==> config.mk <==
export PLATFORM = sky130hd
export DESIGN_NAME = pgwalk_engine
export DESIGN_NICKNAME = d
export VERILOG_FILES = /design/src/rtl/pgwalk_pkg.sv /design/src/rtl/pgwalk_entry_addr.sv /design/src/rtl/pgwalk_status.sv /design/src/rtl/pgwalk_engine.sv
export SDC_FILE = /design/constraint.sdc
export NUM_CORES = 1
export LEC_CHECK = 0
export BUFFER_PORTS_ARGS = -buffer_cell sky130_fd_sc_hd__buf_2
export CORE_ASPECT_RATIO = 0.5
export CORE_MARGIN = 1.5
export CORE_UTILIZATION = 30
export DETAILED_ROUTE_END_ITERATION = 6
export SETUP_SLACK_MARGIN = 0.02
export SYNTH_ARGS = -nofsm -noshare
export SYNTH_HDL_FRONTEND = slang
export SYNTH_SLANG_ARGS = --single-unit
==> constraint.sdc <==
create_clock -name clk -period 2.3 [get_ports clk]
set_clock_uncertainty 0.05 [all_clocks]
set_input_delay 0.115 -clock clk [delete_from_list [all_inputs] [get_ports clk]]
set_output_delay 0.115 -clock clk [all_outputs]
set_load 0.05 [all_outputs]
==> src/rtl/pgwalk_pkg.sv <==
package pgwalk_pkg;
  localparam int DB_WP   = 2;
  localparam int DB_USED = 3;
  localparam int DB_MOD  = 4;
  localparam int DB_SUPV = 7;

  typedef enum logic [2:0] {
    S_IDLE, S_RD, S_WAIT, S_CHK, S_WB, S_APPLY, S_RESP
  } walk_st_e;

  typedef struct packed {
    logic       super_m;
    logic       code;
    logic       store;
    logic       debug;
    logic       probe;
    logic [1:0] size;
    logic       pg8k;
  } acc_t;
endpackage

==> src/rtl/pgwalk_entry_addr.sv <==
module pgwalk_entry_addr #(
  parameter int VA_W       = 32,
  parameter int ROOT_IDX_W = 7,
  parameter int PTR_IDX_W  = 7
) (
  input  logic [1:0]      level,
  input  logic [VA_W-1:0] base,
  input  logic [VA_W-1:0] vaddr,
  input  logic            pg8k,
  output logic [VA_W-1:0] entry
);
  localparam int PG4_IDX_W = VA_W - ROOT_IDX_W - PTR_IDX_W - 12;
  localparam int PG8_IDX_W = PG4_IDX_W - 1;
  localparam int RT_LSB    = ROOT_IDX_W + 2;
  localparam int PT_LSB    = PTR_IDX_W + 2;
  localparam int P4_LSB    = PG4_IDX_W + 2;
  localparam int P8_LSB    = PG8_IDX_W + 2;

  logic unused_bits;
  assign unused_bits = ^{base[P8_LSB-1:0], vaddr[11:0]};

  always_comb begin
    case (level)
      2'd0: entry = {base[VA_W-1:RT_LSB], vaddr[VA_W-1 -: ROOT_IDX_W], 2'b00};
      2'd1: entry = {base[VA_W-1:PT_LSB], vaddr[VA_W-ROOT_IDX_W-1 -: PTR_IDX_W], 2'b00};
      default: begin
        if (pg8k) entry = {base[VA_W-1:P8_LSB], vaddr[13 +: PG8_IDX_W], 2'b00};
        else      entry = {base[VA_W-1:P4_LSB], vaddr[12 +: PG4_IDX_W], 2'b00};
      end
    endcase
  end
endmodule

==> src/rtl/pgwalk_status.sv <==
module pgwalk_status #(
  parameter int VA_W = 32
) (
  input  logic            fault,
  input  logic            probe,
  input  logic            pg_done,
  input  logic            wp_any,
  input  logic            super_m,
  input  logic            code,
  input  logic            store,
  input  logic [1:0]      size,
  input  logic [VA_W-1:0] ppage,
  input  logic [11:0]     pdesc_low,
  output logic [VA_W-1:0] probe_word,
  output logic [VA_W-1:0] fault_word
);
  logic [1:0] size_code;
  logic       unused_bits;
  assign unused_bits = ^{ppage[11:0], pdesc_low[2:0]};

  always_comb begin
    case (size)
      2'd0:    size_code = 2'b01;
      2'd1:    size_code = 2'b10;
      default: size_code = 2'b00;
    endcase
  end

  always_comb begin
    if (!fault) fault_word = '0;
    else fault_word = VA_W'({1'b1, size_code, 3'b000, !store, 1'b0, super_m, code, !code});
  end

  always_comb begin
    if (!probe)       probe_word = '0;
    else if (pg_done) probe_word = {ppage[VA_W-1:12], pdesc_low[11:3], wp_any, 1'b0, 1'b1};
    else              probe_word = VA_W'({wp_any, 2'b00});
  end
endmodule

==> src/rtl/pgwalk_engine.sv <==
module pgwalk_engine
  import pgwalk_pkg::*;
#(
  parameter int VA_W       = 32,
  parameter int ROOT_IDX_W = 7,
  parameter int PTR_IDX_W  = 7
) (
  input  logic            clk,
  input  logic            rst_n,
  input  logic            req_valid,
  output logic            req_ready,
  input  logic [VA_W-1:0] req_vaddr,
  input  logic            req_super,
  input  logic            req_code,
  input  logic            req_store,
  input  logic            req_debug,
  input  logic            req_probe,
  input  logic [1:0]      req_size,
  input  logic [VA_W-1:0] root_sup,
  input  logic [VA_W-1:0] root_usr,
  input  logic            page_8k,
  output logic            mem_req_valid,
  input  logic            mem_req_ready,
  output logic            mem_req_we,
  output logic [VA_W-1:0] mem_req_addr,
  output logic [VA_W-1:0] mem_req_wdata,
  input  logic            mem_rsp_valid,
  input  logic [VA_W-1:0] mem_rsp_rdata,
  output logic            rsp_valid,
  input  logic            rsp_ready,
  output logic            rsp_fault,
  output logic [VA_W-1:0] rsp_paddr,
  output logic            rsp_perm_r,
  output logic            rsp_perm_w,
  output logic            rsp_perm_x,
  output logic [VA_W-1:0] rsp_probe_status,
  output logic [VA_W-1:0] rsp_fault_status,
  output logic [VA_W-1:0] fault_addr
);
  localparam int PG4_OFF = 12;
  localparam int PG8_OFF = 13;
  localparam logic [1:0] LVL_PAGE = 2'd2;

  walk_st_e        st_q;
  logic [1:0]      lvl_q;
  acc_t            acc_q;
  logic [VA_W-1:0] va_q, rd_addr_q, ent_q, d_q, paddr_q, fault_addr_q;
  logic            wp_q, ind_q, fault_q, pgfin_q;

  // entry address generator, shared by the accept and level-advance paths
  logic [1:0]      ag_lvl;
  logic [VA_W-1:0] ag_base, ag_va, ag_entry;
  logic            ag_p8;

  always_comb begin
    if (st_q == S_IDLE) begin
      ag_lvl  = 2'd0;
      ag_base = req_super ? root_sup : root_usr;
      ag_va   = req_vaddr;
      ag_p8   = page_8k;
    end else begin
      ag_lvl  = lvl_q + 2'd1;
      ag_base = d_q;
      ag_va   = va_q;
      ag_p8   = acc_q.pg8k;
    end
  end

  pgwalk_entry_addr #(.VA_W(VA_W), .ROOT_IDX_W(ROOT_IDX_W), .PTR_IDX_W(PTR_IDX_W)) addr_i (
    .level(ag_lvl), .base(ag_base), .vaddr(ag_va), .pg8k(ag_p8), .entry(ag_entry)
  );

  // descriptor decode
  logic tbl_lvl, d_wp, d_used, d_mod, d_supv, pg_st_wr, need_wb, pg_fault;
  logic [VA_W-1:0] wb_data, page_mask;

  assign tbl_lvl  = (lvl_q != LVL_PAGE);
  assign d_wp     = d_q[DB_WP];
  assign d_used   = d_q[DB_USED];
  assign d_mod    = d_q[DB_MOD];
  assign d_supv   = d_q[DB_SUPV];
  assign pg_st_wr = !tbl_lvl && acc_q.store && !d_wp;
  assign pg_fault = (d_wp && acc_q.store) || (d_supv && !acc_q.super_m);
  assign page_mask = acc_q.pg8k ? ({VA_W{1'b1}} << PG8_OFF) : ({VA_W{1'b1}} << PG4_OFF);

  always_comb begin
    if (acc_q.debug)   need_wb = 1'b0;
    else if (pg_st_wr) need_wb = !(d_used && d_mod);
    else               need_wb = !d_used;
  end

  always_comb begin
    wb_data = d_q;
    wb_data[DB_USED] = 1'b1;
    if (pg_st_wr) wb_data[DB_MOD] = 1'b1;
  end

  // walk sequencer
  always_ff @(posedge clk or negedge rst_n) begin
    if (!rst_n) begin
      st_q         <= S_IDLE;
      lvl_q        <= 2'd0;
      acc_q        <= '0;
      va_q         <= '0;
      rd_addr_q    <= '0;
      ent_q        <= '0;
      d_q          <= '0;
      paddr_q      <= '0;
      fault_addr_q <= '0;
      wp_q         <= 1'b0;
      ind_q        <= 1'b0;
      fault_q      <= 1'b0;
      pgfin_q      <= 1'b0;
    end else begin
      case (st_q)
        S_IDLE: if (req_valid) begin
          acc_q     <= '{super_m: req_super, code: req_code, store: req_store,
                         debug: req_debug, probe: req_probe, size: req_size, pg8k: page_8k};
          va_q      <= req_vaddr;
          lvl_q     <= 2'd0;
          rd_addr_q <= ag_entry;
          ent_q     <= ag_entry;
          wp_q      <= 1'b0;
          ind_q     <= 1'b0;
          fault_q   <= 1'b0;
          pgfin_q   <= 1'b0;
          paddr_q   <= '0;
          st_q      <= S_RD;
        end
        S_RD: if (mem_req_ready) st_q <= S_WAIT;
        S_WAIT: if (mem_rsp_valid) begin
          d_q  <= mem_rsp_rdata;
          st_q <= S_CHK;
        end
        S_CHK: begin
          if ((tbl_lvl && !d_q[1]) || (!tbl_lvl && !ind_q && d_q[1:0] == 2'b00)) begin
            fault_q      <= 1'b1;
            fault_addr_q <= va_q;
            st_q         <= S_RESP;
          end else if (!tbl_lvl && !ind_q && d_q[1:0] == 2'b10) begin
            ind_q     <= 1'b1;
            rd_addr_q <= {d_q[VA_W-1:2], 2'b00};
            st_q      <= S_RD;
          end else if (need_wb) begin
            st_q <= S_WB;
          end else begin
            st_q <= S_APPLY;
          end
        end
        S_WB: if (mem_req_ready) st_q <= S_APPLY;
        S_APPLY: begin
          if (d_wp) wp_q <= 1'b1;
          if (tbl_lvl) begin
            if (d_wp && acc_q.store) begin
              fault_q      <= 1'b1;
              fault_addr_q <= va_q;
              st_q         <= S_RESP;
            end else begin
              lvl_q     <= lvl_q + 2'd1;
              rd_addr_q <= ag_entry;
              ent_q     <= ag_entry;
              st_q      <= S_RD;
            end
          end else begin
            pgfin_q <= 1'b1;
            paddr_q <= d_q & page_mask;
            fault_q <= pg_fault;
            if (pg_fault) fault_addr_q <= va_q;
            st_q    <= S_RESP;
          end
        end
        S_RESP: if (rsp_ready) st_q <= S_IDLE;
        default: st_q <= S_IDLE;
      endcase
    end
  end

  pgwalk_status #(.VA_W(VA_W)) status_i (
    .fault(fault_q), .probe(acc_q.probe), .pg_done(pgfin_q), .wp_any(wp_q),
    .super_m(acc_q.super_m), .code(acc_q.code), .store(acc_q.store), .size(acc_q.size),
    .ppage(paddr_q), .pdesc_low(d_q[11:0]),
    .probe_word(rsp_probe_status), .fault_word(rsp_fault_status)
  );

  assign req_ready     = (st_q == S_IDLE);
  assign mem_req_valid = (st_q == S_RD) || (st_q == S_WB);
  assign mem_req_we    = (st_q == S_WB);
  assign mem_req_addr  = (st_q == S_WB) ? ent_q : rd_addr_q;
  assign mem_req_wdata = wb_data;
  assign rsp_valid     = (st_q == S_RESP);
  assign rsp_fault     = fault_q;
  assign rsp_paddr     = fault_q ? '0 : paddr_q;
  assign rsp_perm_r    = !fault_q;
  assign rsp_perm_w    = !fault_q && !wp_q;
  assign rsp_perm_x    = !fault_q && acc_q.code;
  assign fault_addr    = fault_addr_q;

  // a stalled memory request keeps its command and address
  p_mem_hold_r11: assert property (@(posedge clk) disable iff (!rst_n)
    mem_req_valid && !mem_req_ready |=> mem_req_valid && $stable(mem_req_addr) && $stable(mem_req_we));

  // debug walks never write memory
  p_dbg_nowrite_r3: assert property (@(posedge clk) disable iff (!rst_n)
    mem_req_valid && mem_req_we |-> !acc_q.debug);

  // every write-back carries the used bit
  p_wb_used_r7: assert property (@(posedge clk) disable iff (!rst_n)
    mem_req_valid && mem_req_we |-> mem_req_wdata[DB_USED]);

  // result fields hold while back-pressured
  p_rsp_hold_r12: assert property (@(posedge clk) disable iff (!rst_n)
    rsp_valid && !rsp_ready |=> rsp_valid && $stable(rsp_paddr) && $stable(rsp_fault)
      && $stable(rsp_probe_status) && $stable(rsp_fault_status));

  // no new request accepted while a result waits
  p_busy_r12: assert property (@(posedge clk) disable iff (!rst_n)
    rsp_valid |-> !req_ready);

  // a successful result carries an empty fault word
  p_fsw_clear_r10: assert property (@(posedge clk) disable iff (!rst_n)
    rsp_valid && !rsp_fault |-> rsp_fault_status == '0);
endmodule

==> results of run 1 <==
==> what timing repair did <==
item,4_1_cts,5_1_grt
cloned,3,0
setup endpoints to repair,8,59
setup buffers,1,7
endpoints found under the hold margin,231,0
hold buffers,76,0
pin swaps,1,2
gates resized for setup,10,25
==> cell usage in the layout, fill, tap and decap left out, types with 3 or more instances in the layout <==
cell / Yosys / final
sky130_fd_sc_hd__mux2_1: 4 / 4
sky130_fd_sc_hd__mux2_2: 115 / 115
sky130_fd_sc_hd__mux2i_1: 71 / 71
sky130_fd_sc_hd__o21ai_0: 59 / 59
sky130_fd_sc_hd__diode_2: 0 / 3
sky130_fd_sc_hd__nand2_1: 64 / 63
sky130_fd_sc_hd__and3_1: 32 / 32
sky130_fd_sc_hd__dfrtp_1: 193 / 192
sky130_fd_sc_hd__nor2_1: 38 / 38
sky130_fd_sc_hd__inv_6: 0 / 3
sky130_fd_sc_hd__nor2b_1: 22 / 22
sky130_fd_sc_hd__conb_1: 2 / 41
sky130_fd_sc_hd__a22oi_1: 6 / 6
sky130_fd_sc_hd__buf_4: 75 / 45
sky130_fd_sc_hd__clkbuf_4: 0 / 5
sky130_fd_sc_hd__a22o_1: 19 / 19
sky130_fd_sc_hd__a21oi_1: 31 / 29
sky130_fd_sc_hd__and2_1: 6 / 6
sky130_fd_sc_hd__o2bb2ai_1: 6 / 6
sky130_fd_sc_hd__bufinv_16: 0 / 3
sky130_fd_sc_hd__inv_1: 29 / 29
sky130_fd_sc_hd__buf_12: 0 / 8
sky130_fd_sc_hd__clkbuf_16: 0 / 17
sky130_fd_sc_hd__buf_2: 18 / 261
sky130_fd_sc_hd__clkbuf_8: 0 / 4
sky130_fd_sc_hd__dlygate4sd3_1: 0 / 76
sky130_fd_sc_hd__nand3b_1: 4 / 4
==> metrics by stage <==
| step | instance area, µm² | TNS [ns] |
|---|---|---|
| after floorplan | 9760 | -1.72 |
| after global placement | 11300 | 0 |
| after detailed placement | 11300 | 0 |
| after CTS | 12800 | 0 |
| after global routing | 12900 | 0 |
| final | 12900 | 0 |
==> synthesized netlist by cell type (2+ instances only) <==
| library cell | count | area share, % |
|---|---|---|
| sky130_fd_sc_hd__a22o_1 | 19 | 1.7 |
| sky130_fd_sc_hd__inv_1 | 29 | 1.1 |
| sky130_fd_sc_hd__a211oi_1 | 2 | 0.16 |
| sky130_fd_sc_hd__nand2b_1 | 2 | 0.13 |
| sky130_fd_sc_hd__nand3_1 | 2 | 0.10 |
| sky130_fd_sc_hd__conb_1 | 2 | 0.078 |
| sky130_fd_sc_hd__o21ai_0 | 59 | 3.1 |
| sky130_fd_sc_hd__nor2_1 | 38 | 1.5 |
| sky130_fd_sc_hd__mux2i_1 | 71 | 7.4 |
| sky130_fd_sc_hd__buf_2 | 18 | 0.94 |
| sky130_fd_sc_hd__nand2_1 | 64 | 2.5 |
| sky130_fd_sc_hd__nor2b_1 | 22 | 1.4 |
| sky130_fd_sc_hd__nand3b_1 | 4 | 0.31 |
| sky130_fd_sc_hd__dfrtp_1 | 193 | 50 |
| sky130_fd_sc_hd__and2_1 | 6 | 0.39 |
| sky130_fd_sc_hd__o21a_1 | 2 | 0.16 |
| sky130_fd_sc_hd__a32oi_1 | 2 | 0.18 |
| sky130_fd_sc_hd__mux2_1 | 4 | 0.47 |
| sky130_fd_sc_hd__a21oi_1 | 31 | 1.6 |
| sky130_fd_sc_hd__buf_1 | 2 | 0.078 |
| sky130_fd_sc_hd__a22oi_1 | 6 | 0.47 |
| sky130_fd_sc_hd__mux2_2 | 115 | 13 |
| sky130_fd_sc_hd__buf_4 | 75 | 5.9 |
| sky130_fd_sc_hd__and3_1 | 32 | 2.1 |
| sky130_fd_sc_hd__clkbuf_1 | 31 | 1.2 |
| sky130_fd_sc_hd__o2bb2ai_1 | 6 | 0.55 |
==> worst max-delay path by stage <==
stage	from	end	slack [ns]	cells after the start
2_1_floorplan	st_q[2]	mem_req_addr[22]	-0.19	5
3_3_place_gp	lvl_q[0]	rd_addr_q[3]	0.13	6
3_5_place_dp	lvl_q[0]	rd_addr_q[24]	0.05	7
4_1_cts	st_q[0]	mem_req_addr[15]	0.01	6
5_1_grt	st_q[0]	mem_req_addr[28]	0.006	7
6_report	st_q[0]	mem_req_addr[11]	0.12	7
==> sequential cells by signal (all words and copies together), names as in the netlist <==
signal and cells:
va_q 32, rsp_fault 1, rd_addr_q 30, d_q 32, st_q 3, ent_q 30, fault_addr 32, acc_q 8
wp_q 1, paddr_q 20, lvl_q 2, ind_q 1, pgfin_q 1
==> critical path, delay by kind of cell (launching register included) <==
| family | cells | cell delay, ns |
|---|---|---|
| buf+inv | 4 | 0.81 |
| flops | 1 | 0.42 |
| simple gates | 2 | 0.28 |
| compound gates | 1 | 0.06 |
==> cell families after synthesis <==
family / share of synthesized area [%]
multiplexers: 21.3
adder cells (fa/ha/maj): 0.130
other: 0.0782
flip-flops: 50.3
AO/OA/AOI/OAI: 9.34
XOR/XNOR: 0.0912
buffers and inverters: 9.38
AND/OR/NAND/NOR: 9.35
==> metal layers <==
layer	wire [µm]	vias to the layer above	part of all wire (%)
li1	-	3543	-
met1	12200	3842	43
met2	14900	159	52
met3	765	35	2.7
met4	569	0	2.0
met5	0	-	0
==> area by class of cell <==
cell class,instances,area (µm²)
Multi-Input combinational cell,555,4100
Tap cell,432,541
Clock inverter,11,150
Timing Repair Buffer,400,2720
Sequential cell,193,4830
Inverter,30,113
Clock buffer,21,470
Fill cell,3077,18700
Antenna cell,3,7.51
==> power groups by stage <==
stage,clock network [mW],logic (mW),registers [mW]
after floorplan,0,7.12,6.71
after global placement,0,10.1,6.04
after detailed placement,0,10.2,6.12
after CTS,3.28,10.5,6.06
after global routing,3.41,11.3,6.26
final,3.18,10.6,6.05
==> results.txt, run 1 <==
----------------------------------------------------
[Cells and area]
  Fraction of layout instances using a drive strength above 1 ... 40.2%
  Signed area change from the synthesized netlist to the final layout ... 34.5%
  Count of nets after finishing ... 1340
  Final design utilization ... 40.9%
  Count of placed standard cells in the final layout, fillers left out ... 1645

[STA]
  Achievable Freq ... 458 MHz
  Period Utilization, post-route ... 94.9%
  Total count of max-transition violations in the final report ... 0
  Final Hold Fails ... 0
  Final worst slack ... 0.118 ns
  Finish-stage setup viols ... 0
  Min Clock Period, post-route ... 2.18 ns
  RSZ-0062 raised after global routing ... yes
  Hold Slack ... 0.0713 ns
  Max-slew headroom ... 21.3%
  Pin slew with the least headroom to its limit ... 1.18 ns

[GRT]
  Overflow after GRT ... 0
  Via count of the first global-routing pass ... 7669
  First-pass GRT wire length ... 43700 µm
  Gr busiest metal ... met2
  Number of antenna violations at the first check in global routing ... 0
  Met1 Usage GRT ... 20.9%
  Global routing met3 resource utilization ... 3.05%
  Fraction of met2 tracks used by global routing ... 30.5%
  Maximum number of pins on one net before global-route repair ... 62
  GRT Total Usage ... 17.1%

[Min path]
  Hold depth ... 5
  Endpoint of the worst hold-timing path ... ent_q[11]
  Min-Delay Startpoint ... root_usr[11]
  Type of the worst min-delay path ... in -> reg

[Route]
  DRC violation total after the first TritonRoute iteration ... 297
  Average wire length per cell after detail routing ... 17.3 µm
  Length of the first detailed-routing pass in iterations ... 4
  Vias ... 7579
  Vias per cell ... 4.61
  Aggregate routed wire length ... 28500 µm
  Post-route DRC violation count ... 0
  Antenna violation net count after detailed routing ... 0

[Critical path]
  Cell depth of the worst flop-to-flop path ... 7
  Max Fanout on Critical Path ... 13
  Type of the setup path with the least slack ... reg -> out
  Launch point of the worst reg-to-reg path ... lvl_q[0]
  Worst-path cell with the longest stage delay ... sky130_fd_sc_hd__dfrtp_2
  Critical path endpoint category ... output port
  Type of origin of the critical path ... register
  Stage delay of the slowest cell on the critical path ... 0.42 ns
  Data arrival time at the worst-slack endpoint ... 2.02 ns
  Internal reg-to-reg setup slack ... 0.14 ns
  Critical path data required time ... 2.13 ns
  CP cell instances ... buf_4 > nor2_4 > buf_4 > buf_16 > nand2_1 > o21ai_0 > buf_2
  Most repeated library cell on the critical path ... sky130_fd_sc_hd__buf_4
  Endpoint of the most critical register-to-register path ... rd_addr_q[5]

[Die]
  Starting density of the core ... 30.4%
  Full die area ... 0.0332 mm²
  IO Pins ... 342
  Core ar. ... 0.0316 mm²
  Horizontal die dimension ... 256 µm
  Die height ... 130 µm
  Placement row count ... 46

[Place]
  Weighted congestion reported at the end of routability-driven placement ... 0.822
  Worst-case setup slack after placement ... 0.0487 ns
  Placed instance count ... 1523
  Detailed placement HPWL ... 19900 µm
  Count of port buffers added during placement ... 282

[CTS]
  Number of CTS-inserted buffers ... 17
  Clock tree from TritonCTS ... done
  Clock root cell ... sky130_fd_sc_hd__clkbuf_16
  Clock slew seen by the registers of the worst setup and hold paths ... 0.07 ns
  CTS H-Tree Depth ... 4
  Deepest clock path buffer count ... 2
  TritonCTS Sinks ... 193
  Later-pin clock latency in the skew report ... 0.44 ns

[Power]
  Switching Share ... 48.1%
  Sequential cell fraction of total power ... 30.5%
  Total power density per cell area ... 1540 mW/mm²
  NetSw ... 9.56 mW
  Internal ... 10.3 mW
  Power, Total ... 19.9 mW
  VDD IR-drop max ... 0.740 mV
  Clock power frac ... 16.0%
  Leakage power summed over all cells ... 6.38 nW
  Part of the total power dissipated in combinational logic ... 53.5%

[Logic synthesis]
  Number of synthesized flops with an enable pin ... 0
  Count of synthesis-stage warnings from yosys ... 0
  Synth Register Bits ... 193
  Most used DFF post-synth ... sky130_fd_sc_hd__dfrtp_1
  Synthesized area per cell ... 11.1 µm²
  Proportion of register bits with asynchronous set or reset after synthesis ... 100%
  Register area share after synthesis ... 50.3%
  Summed instance area of the synthesized netlist ... 0.00961 mm²
  Netlist cell types ... 55
  Number of cells produced by synthesis ... 866

[Flow run]
  Max_cap viols ... 0

[Outcome]
  Outcome ... completed

----------------------------------------------------
Note: power is estimated with default switching activity, not from simulation.
==> inputs of run 2 (changes only) <==
--- a/config.mk
+++ b/config.mk
@@ -10,6 +10,7 @@
 export CORE_MARGIN = 1.5
 export CORE_UTILIZATION = 30
 export DETAILED_ROUTE_END_ITERATION = 6
+export MAX_ROUTING_LAYER = met4
 export SETUP_SLACK_MARGIN = 0.02
 export SYNTH_ARGS = -nofsm -noshare
 export SYNTH_HDL_FRONTEND = slang
==> run 2 against run 1 <==
Maximum frequency fell by 2.4%; register-to-register slack improved by 0.03 ns; worst setup slack got worse by 0.054 ns; routed wire length fell by 1.3%; combinational power barely moved; clock power fell by 3%; non-clock buffer count fell by 1; sequential cell count did not move; largest power group unchanged.
==> results.txt, run 2 (synthesis gave the netlist of run 1 again) <==
----------------------------------------------------
[Die]
  Placement row count ... 46 (unchanged)
  Die height ... 130 µm (unchanged)
  Starting density of the core ... 30.4% (unchanged)
  Horizontal die dimension ... 256 µm (unchanged)
  Full die area ... 0.0332 mm² (unchanged)
  IO Pins ... 342 (unchanged)
  Core ar. ... 0.0316 mm² (unchanged)

[Cells and area]
  Count of nets after finishing ... 1339 (-0.075%)
  Post-route standard cell area excluding fillers ... 0.0129 mm² (-0.29%)
  Most common cell after layout, fill and taps aside ... sky130_fd_sc_hd__buf_2
  Most used cells in the layout excluding fill and tap cells ... 263 x sky130_fd_sc_hd__buf_2, 190 x sky130_fd_sc_hd__dfrtp_1, 115 x sky130_fd_sc_hd__mux2_2
  Signed area change from the synthesized netlist to the final layout ... 34.1%
  Final design utilization ... 40.8% (-0.12 points)
  Fill count ... 3108 (+1.0%)
  Fraction of layout instances using a drive strength above 1 ... 40.3% (+0.12 points)

[Route]
  Aggregate routed wire length ... 28100 µm (-1.3%)
  Post-route DRC violation count ... 0 (unchanged)
  Vias ... 7579 (unchanged)
  Average wire length per cell after detail routing ... 17.1 µm (-1.2%)
  DRC violation total after the first TritonRoute iteration ... 395 (+33%)
  Length of the first detailed-routing pass in iterations ... 6 (+2)
  Antenna violation net count after detailed routing ... 0 (unchanged)
  Vias per cell ... 4.62 (+0.18%)

[Place]
  Weighted congestion reported at the end of routability-driven placement ... 0.852 (+3.6%)
  Total placed instance area ... 0.0113 mm² (about the same)
  Count of port buffers added during placement ... 282 (unchanged)
  Detailed placement HPWL ... 19800 µm (-0.76%)

[STA]
  Max-slew headroom ... 22.9% (+1.6 points)
  RSZ-0062 raised after global routing ... yes
  Total count of max-transition violations in the final report ... 0 (unchanged)
  Finish-stage setup viols ... 0 (unchanged)
  Period Utilization, post-route ... 97.2% (+2.3 points)
  Achievable Freq ... 447 MHz (-2.4%)
  Final Hold Fails ... 0 (unchanged)
  Hold Slack ... 0.0524 ns (-0.0189 ns)
  Pin slew with the least headroom to its limit ... 1.16 ns (-0.0237 ns)
  Min Clock Period, post-route ... 2.24 ns (+0.0538 ns)

[Critical path]
  Critical path data required time ... 2.13 ns (about the same)
  Crit path max-delay family ... buffers and inverters
  Worst-path cell with the longest stage delay ... sky130_fd_sc_hd__dfrtp_2
  Launch point of the worst reg-to-reg path ... st_q[2]
  Internal reg-to-reg setup slack ... 0.17 ns (+0.03 ns)
  Stage delay of the slowest cell on the critical path ... 0.44 ns (+0.02 ns)
  Data arrival time at the worst-slack endpoint ... 2.07 ns (+0.05 ns)
  Max Fanout on Critical Path ... 14 (+1)
  Type of the setup path with the least slack ... reg -> out
  Critical path endpoint category ... output port
  Endpoint of the most critical register-to-register path ... paddr_q[22]
  CP cell instances ... buf_4 > nor2_4 > buf_12 > mux2_2 > buf_2
  Critical path buffers and inverters ... 3 (-1)
  Type of origin of the critical path ... register
  Cell depth of the worst flop-to-flop path ... 5 (-2)

[Min path]
  Type of the worst min-delay path ... in -> reg
  Hold depth ... 5 (unchanged)
  Endpoint of the worst hold-timing path ... rd_addr_q[9]
  Min-Delay Startpoint ... root_usr[9]

[CTS]
  Clock slew seen by the registers of the worst setup and hold paths ... 0.08 ns (about the same)
  Clock root cell ... sky130_fd_sc_hd__clkbuf_16
  Later-pin clock latency in the skew report ... 0.44 ns (about the same)
  CTS H-Tree Depth ... 4 (unchanged)
  Clock tree from TritonCTS ... done
  TritonCTS Sinks ... 193 (unchanged)
  Deepest clock path buffer count ... 2 (unchanged)
  Number of CTS-inserted buffers ... 17 (unchanged)

[GRT]
  GRT Total Usage ... 17.3% (+0.25 points)
  First-pass GRT wire length ... 42600 µm (-2.5%)
  Number of antenna violations at the first check in global routing ... 1 (+1)
  Overflow after GRT ... 0 (unchanged)
  Via count of the first global-routing pass ... 7526 (-1.9%)
  Maximum number of pins on one net before global-route repair ... 62 (unchanged)

[Outcome]
  Outcome ... completed

[Power]
  VDD IR-drop max ... 0.814 mV (+10%)
  Total power density per cell area ... 1530 mW/mm² (-0.42%)
  Leakage power summed over all cells ... 6.36 nW (-0.30%)

[Flow run]
  Max_cap viols ... 0 (unchanged)

----------------------------------------------------
[run 2: layout make-up]
type                            instances  area (µm²)  share of cell area, %
Multi-Input combinational cell        555        4100                   31.8
Clock buffer                           19         453                   3.52
Antenna cell                            1        2.50                 0.0194
Timing Repair Buffer                  399        2700                   20.9
Inverter                               30         113                  0.874
Sequential cell                       193        4830                   37.5
Clock inverter                         13         153                   1.18
Tap cell                              432         541                   4.19
[run 2: through the flow]
step	setup slack [ns]	power (mW)	TNS, ns	std cells
global placement	0.105	16.1	0	1525
global route	-0.00415	20.8	-0.00415	1642
CTS	0.0101	19.7	0	1637
floorplan	-0.191	13.8	-1.72	905
finish	0.0639	19.7	0	1642
detailed placement	0.0759	16.3	0	1525
[run 2: worst max path at each step]
stage | end | cells past startpoint | slack [ns] | from
floorplan | mem_req_addr[22] | 5 | -0.19 | st_q[2]
global placement | rd_addr_q[3] | 6 | 0.10 | lvl_q[0]
detailed placement | rd_addr_q[24] | 7 | 0.08 | lvl_q[0]
CTS | mem_req_addr[3] | 5 | 0.01 | st_q[0]
global route | mem_req_addr[3] | 5 | -0.004 | st_q[0]
finish | mem_req_addr[3] | 5 | 0.06 | st_q[0]
[run 2: report_power, final]
part / switching [mW] / internal, mW
Clock: 1.41 / 1.69
Sequential: 1.12 / 4.92
Combinational: 7.04 / 3.55
Total: 9.57 / 10.2
[run 2: worst reg2reg max path, delay by kind of cell, from the launching register on]
family,cells,cell delay [ns]
buffers and inverters,2,0.28
flip-flops,1,0.40
AO/OA/AOI/OAI,2,1.14
AND/OR/NAND/NOR,1,0.21
[run 2: what timing repair did]
item	in CTS	in global routing
gates resized for setup	9	19
setup endpoints to repair	30	59
pin swaps	0	2
endpoints found under the hold margin	232	0
hold buffers	76	0
gates cloned	2	0
setup buffers	2	4
[run 2: routing by layer]
layer / up-vias / routed length [µm] / global-route usage [%]
met5: - / 0 / -
met4: 0 / 723 / 7.10
met3: 40 / 857 / 3.07
met2: 165 / 14400 / 29.6
met1: 3822 / 12100 / 20.5
li1: 3552 / - / -
